### src/rtl/ext_ep_pkg.sv
package ext_ep_pkg;
    typedef enum logic [1:0] {
        EP_IDLE = 2'd0,
        EP_WAIT = 2'd1,
        EP_ACK  = 2'd2
    } ep_state_e;
endpackage

### src/rtl/ep_mask_gen.sv
module ep_mask_gen #(
    parameter int DATA_W = 32,
    localparam int BE_W = DATA_W / 8
) (
    input  logic [BE_W-1:0]   be,
    output logic [DATA_W-1:0] mask
);
    for (genvar i = 0; i < BE_W; i++) begin : g_byte
        assign mask[i*8 +: 8] = {8{be[i]}};
    end

    // every enable contributes exactly eight mask bits
    always_comb begin
        p_mask_width_r2: assert ($countones(mask) == 8 * $countones(be))
            else $error("mask width mismatch");
    end
endmodule

### src/rtl/ep_ro_check.sv
module ep_ro_check #(
    parameter int DATA_W = 32,
    parameter bit RO_EN  = 1'b1,
    parameter int RO_LO  = 24,
    parameter int RO_HI  = 27
) (
    input  logic [DATA_W-1:0] mask,
    output logic              hit
);
    logic [DATA_W-1:0] ro_bits;

    for (genvar b = 0; b < DATA_W; b++) begin : g_bit
        assign ro_bits[b] = RO_EN && (b >= RO_LO) && (b <= RO_HI);
    end

    assign hit = |(mask & ro_bits);
endmodule

### src/rtl/ext_reg_endpoint.sv
module ext_reg_endpoint
    import ext_ep_pkg::*;
#(
    parameter int               DATA_W    = 32,
    parameter int               ACK_LAT   = 2,
    parameter bit               RO_EN     = 1'b1,
    parameter int               RO_LO     = 24,
    parameter int               RO_HI     = 27,
    parameter logic [DATA_W-1:0] RESET_VAL = '0
) (
    input  logic                  clk,
    input  logic                  rst_n,
    input  logic                  wr_req,
    input  logic [DATA_W-1:0]     wr_data,
    input  logic [DATA_W/8-1:0]   wr_be,
    output logic                  wr_ack,
    output logic                  wr_err,
    input  logic                  rd_req,
    output logic [DATA_W-1:0]     rd_data,
    output logic                  rd_ack,
    output logic                  rd_err
);
    localparam int BE_W  = DATA_W / 8;
    localparam int CNT_W = 3;
    localparam logic [CNT_W-1:0] LAT_C = CNT_W'(ACK_LAT);

    typedef struct packed {
        ep_state_e         state;
        logic [CNT_W-1:0]  cnt;
        logic              serve_wr;
        logic              err;
        logic [DATA_W-1:0] regv;
    } ep_st_t;

    localparam ep_st_t ST_RESET = '{
        state:    EP_IDLE,
        cnt:      '0,
        serve_wr: 1'b0,
        err:      1'b0,
        regv:     RESET_VAL
    };

    ep_st_t st_d, st_q;
    logic [DATA_W-1:0] wmask;
    logic              ro_hit;
    logic              idle_q;

    ep_mask_gen #(.DATA_W(DATA_W)) u_mask (
        .be   (wr_be),
        .mask (wmask)
    );

    ep_ro_check #(
        .DATA_W (DATA_W),
        .RO_EN  (RO_EN),
        .RO_LO  (RO_LO),
        .RO_HI  (RO_HI)
    ) u_ro (
        .mask (wmask),
        .hit  (ro_hit)
    );

    assign idle_q = (st_q.state == EP_IDLE);

    always_comb begin
        st_d = st_q;
        unique case (st_q.state)
            EP_IDLE: begin
                if (wr_req || rd_req) begin
                    st_d.serve_wr = wr_req;
                    st_d.err      = wr_req && ro_hit;
                    if (wr_req && !ro_hit) begin
                        st_d.regv = (st_q.regv & ~wmask) | (wr_data & wmask);
                    end
                    if (ACK_LAT == 0) begin
                        st_d.state = EP_ACK;
                    end else begin
                        st_d.state = EP_WAIT;
                        st_d.cnt   = LAT_C;
                    end
                end
            end
            EP_WAIT: begin
                if (st_q.cnt <= CNT_W'(1)) begin
                    st_d.state = EP_ACK;
                    st_d.cnt   = '0;
                end else begin
                    st_d.cnt = st_q.cnt - CNT_W'(1);
                end
            end
            EP_ACK: begin
                if (st_q.serve_wr ? !wr_req : !rd_req) begin
                    st_d.state = EP_IDLE;
                    st_d.err   = 1'b0;
                end
            end
            default: st_d = ST_RESET;
        endcase
    end

    always_ff @(posedge clk or negedge rst_n) begin
        if (!rst_n) begin
            st_q <= ST_RESET;
        end else begin
            st_q <= st_d;
        end
    end

    assign wr_ack  = (st_q.state == EP_ACK) && st_q.serve_wr;
    assign rd_ack  = (st_q.state == EP_ACK) && !st_q.serve_wr;
    assign wr_err  = wr_ack && st_q.err;
    assign rd_err  = 1'b0;
    assign rd_data = st_q.regv;

    // acknowledge held while request held, released after request drops
    p_wr_ack_hold_r4: assert property (@(posedge clk) disable iff (!rst_n)
        wr_ack && wr_req |=> wr_ack);
    p_wr_ack_drop_r4: assert property (@(posedge clk) disable iff (!rst_n)
        wr_ack && !wr_req |=> !wr_ack);
    p_rd_ack_hold_r4: assert property (@(posedge clk) disable iff (!rst_n)
        rd_ack && rd_req |=> rd_ack);
    // error lasts as long as the acknowledge
    p_err_hold_r5: assert property (@(posedge clk) disable iff (!rst_n)
        wr_ack && wr_err && wr_req |=> wr_err);
    // rejected write leaves the register alone
    p_ro_kept_r5: assert property (@(posedge clk) disable iff (!rst_n)
        idle_q && wr_req && ro_hit |=> $stable(st_q.regv));
    // register only moves on write acceptance
    p_reg_quiet_r3: assert property (@(posedge clk) disable iff (!rst_n)
        !(idle_q && wr_req) |=> $stable(st_q.regv));
    // read data stable across a held read acknowledge
    p_rd_stable_r7: assert property (@(posedge clk) disable iff (!rst_n)
        rd_ack && rd_req |=> $stable(rd_data));
    // simultaneous requests serve the write first
    p_wr_first_r8: assert property (@(posedge clk) disable iff (!rst_n)
        idle_q && wr_req && rd_req |=> !rd_ack);
    // acknowledges exclusive
    p_one_ack_r9: assert property (@(posedge clk) disable iff (!rst_n)
        $onehot0({wr_ack, rd_ack}));
endmodule

### config.mk
export PLATFORM = sky130hd
export DESIGN_NAME = ext_reg_endpoint
export DESIGN_NICKNAME = d
export VERILOG_FILES = /design/src/rtl/ext_ep_pkg.sv /design/src/rtl/ep_mask_gen.sv /design/src/rtl/ep_ro_check.sv /design/src/rtl/ext_reg_endpoint.sv
export SDC_FILE = /design/constraint.sdc
export NUM_CORES = 1
export LEC_CHECK = 0
export BUFFER_PORTS_ARGS = -buffer_cell sky130_fd_sc_hd__buf_4
export CAP_MARGIN = 20
export CORE_MARGIN = 3
export CORE_UTILIZATION = 37
export DETAILED_ROUTE_END_ITERATION = 8
export HOLD_SLACK_MARGIN = 0.12
export PLACE_DENSITY_LB_ADDON = 0.3
export SLEW_MARGIN = 20
export SYNTH_ARGS = -nofsm -noshare
export SYNTH_HDL_FRONTEND = slang
export SYNTH_HIERARCHICAL = 1
export SYNTH_SLANG_ARGS = --single-unit
### constraint.sdc
create_clock -name clk -period 4 [get_ports clk]
set_input_delay 0.4 -clock clk [delete_from_list [all_inputs] [get_ports clk]]
set_output_delay 0.4 -clock clk [all_outputs]
set_load 0.01 [all_outputs]
==> out/results.ini <==
[worst_setup_path]
crit_path_max_fanout=43
required_ns=4.18
cp_top_family=adder cells
arrival_ns=2.53
critPathBufInv=2
end_kind=flip-flop
critical_path_class=reg -> reg
critPathMaxStageDelay_ns=0.81
cp-start-kind=flip-flop
crit_slowest_cell=ha_2
critical_path.cell_chain=inv_1 -> ha_2 -> buf_4 -> nor2b_1 -> mux2_1 -> a22o_1

[clocking]
cts_sinks=39
cts_root_buffer=clkbuf_8
post_cts_buffers=0
numCtsBuffers=5
clk_pin_slew_ns=0.08
cts_buffer_depth=2
insertion_delay_ns=0.29
htreeDepth=2
cts_tree=built

[sta]
relSlewSlack_pct=47.7
tns_ns=0
fmax_mhz=426
min_period_ns=2.35
setup_viol=0
period_share_pct=58.7
final_hold_viol_count=0
rsz0062_at_grt=false
slew_violations=0
max_slew.worst_pin.slew_ns=0.785
hold_ws_ns=0.498
skew_ns=0.00156

[global_route]
overflow=0
grt_first_pass_wirelength_um=9140
grt_max_degree=44
antenna_found_initial=0
grt_pass1_vias=1859
grt.total_usage_pct=12.7

[synth]
async_flop_share_pct=100
synth_nets=335
ys.warnings.count=6
synth_cell_types=31
synth_seq_area_share_pct=33.0
synth-edff-count=0
synthCells=290
synth_area_um2=2960
ys_ff_latch=39
ys.flop_type=dfrtp_1
syn_avg_cell_area_um2=10.2

[power_and_ir_drop]
intPower_w=0.00102
p_leak_nw=1.53
total_power_w=0.00172
powerDensity_nw_per_um2=540
switching_share_pct=40.4
power_frac_seq_pct=32.6
p_comb_share_pct=49.9
p_sw_w=0.000695
clkPwrFrac_pct=17.5
irDropWorstVdd_uv=385

[final_layout]
antenna-diode-count=0
fill_cells=746
fin_nets=335
drive_above_1_share_pct=41.2
final_common_cell=buf_4
final_cell_mix=buf_4, dfrtp_1, a22o_1, nand3b_1, mux2_2
syn2layout_area_growth_pct=7.44

[floorplanning]
io_pins=76
die_area_um2=9110
start_util_pct=39.5
core-area_um2=7490
die_h_um=95.4
rows=31
die_x_um=95.4

[status]
status=complete, no violations

[placement]
dp_hpwl_um=3790
portBuffers=74
gp_congestion=0.675

[min_path]
hold_path_class=in -> reg

[detailed_routing]
drtPass1Iterations=6
num_vias=1945
drc=0
drtIter0Drc=63
wl_per_cell_um=14.8
postRouteAntennaNets=0
routed_wl_um=5760
vias_per_cell=4.99

[flow_run]
maxCapViolCount=0

-- cell usage after synthesis (2+ instances only) --
library cell   n  area (um2)
buf_4         69         518
dfrtp_1       39         976
a22o_1        33         289
mux2_2        32         360
nand3b_1      32         240
nor2b_1       30         188
clkbuf_1      10        37.5
inv_1          7        26.3
ha_1           5        62.6
and2b_1        4        30.0
buf_2          3        15.0
mux2_1         3        33.8
nor3_1         3        15.0
and3_1         2        12.5
o21a_1         2        15.0
-- cells by family (layout without fill, tap and decap cells) --
logic type	Yosys count	in the layout	share of synthesized area, %
and+or+nand+nor	75	75	17.6
muxes	36	36	13.8
AOI/OAI and AO/OA	43	43	12.6
buffers and inverters	91	92	20.7
adders and majority gates	5	5	2.11
DFF	39	39	33.0
other	1	1	0.127
-- through the flow --
stage | worst slack, ns | area (um2) | util, % | cells
3_5_place_dp | 1.58 | 3070 | 41.0 | 381
5_1_grt | 1.46 | 3180 | 42.5 | 390
3_3_place_gp | 1.63 | 3070 | 41.0 | 381
4_1_cts | 1.62 | 3180 | 42.5 | 390
2_1_floorplan | 1.98 | 2960 | - | 290
6_report | 1.65 | 3180 | 42.5 | 390
-- worst paths after layout --
kind	startpoint	slack, ns	endpoint	cells past startpoint
setup / recovery	st_q[37]$_DFFE_PN0P_	1.65	rd_data[26]$_DFFE_PN0P_	6
hold / removal	rd_req	0.50	st_q[33]$_DFFE_PN0P_	3
setup reg to reg	st_q[37]$_DFFE_PN0P_	1.65	rd_data[26]$_DFFE_PN0P_	6
hold reg to reg	st_q[32]$_DFFE_PN0P_	0.51	st_q[32]$_DFFE_PN0P_	1
max in group asynchronous	rst_n	3.01	rd_data[17]$_DFFE_PN0P_	2
min in group asynchronous	rst_n	0.62	rd_data[10]$_DFFE_PN0P_	2
-- sequential cells by signal, indices dropped and copies added, names as in the netlist --
name,flops
st_q,7
rd_data,32
-- worst min-delay path: stages --
cell and delay (ns):
buf_4 0.11, o22ai_1 0.07, a22o_1 0.17
-- per-layer routing --
metal	wire length (um)	vias to the layer above	global-route usage, %
met4	46	0	3.67
met2	2610	56	19.4
li1	-	948	-
met1	2800	936	18.0
met5	0	-	0
met3	301	5	2.84
-- power groups by stage --
stage	clock [W]	combinational (W)	sequential [W]
4_1_cts	0.000315	0.000876	0.000560
5_1_grt	0.000330	0.000959	0.000575
3_5_place_dp	0	0.000873	0.000568
3_3_place_gp	0	0.000867	0.000563
2_1_floorplan	0	0.000730	0.000544
6_report	0.000300	0.000857	0.000560
-- repair_timing --
action | in CTS | in global routing
gates resized for setup | 0 | 0
hold buffers | 1 | 0
endpoints found under the hold margin | 39 | 0
-- cell type report --
cell class              count  area (um2)  area share [%]
inverters                   7        26.3           0.826
clock buffers               8         100            3.15
well taps                  99         124            3.89
multi-input cells         160        1370            43.2
flip-flops and latches     39         976            30.7
repair buffers             77         581            18.3
No activity file was read; power rests on OpenSTA's default activity.
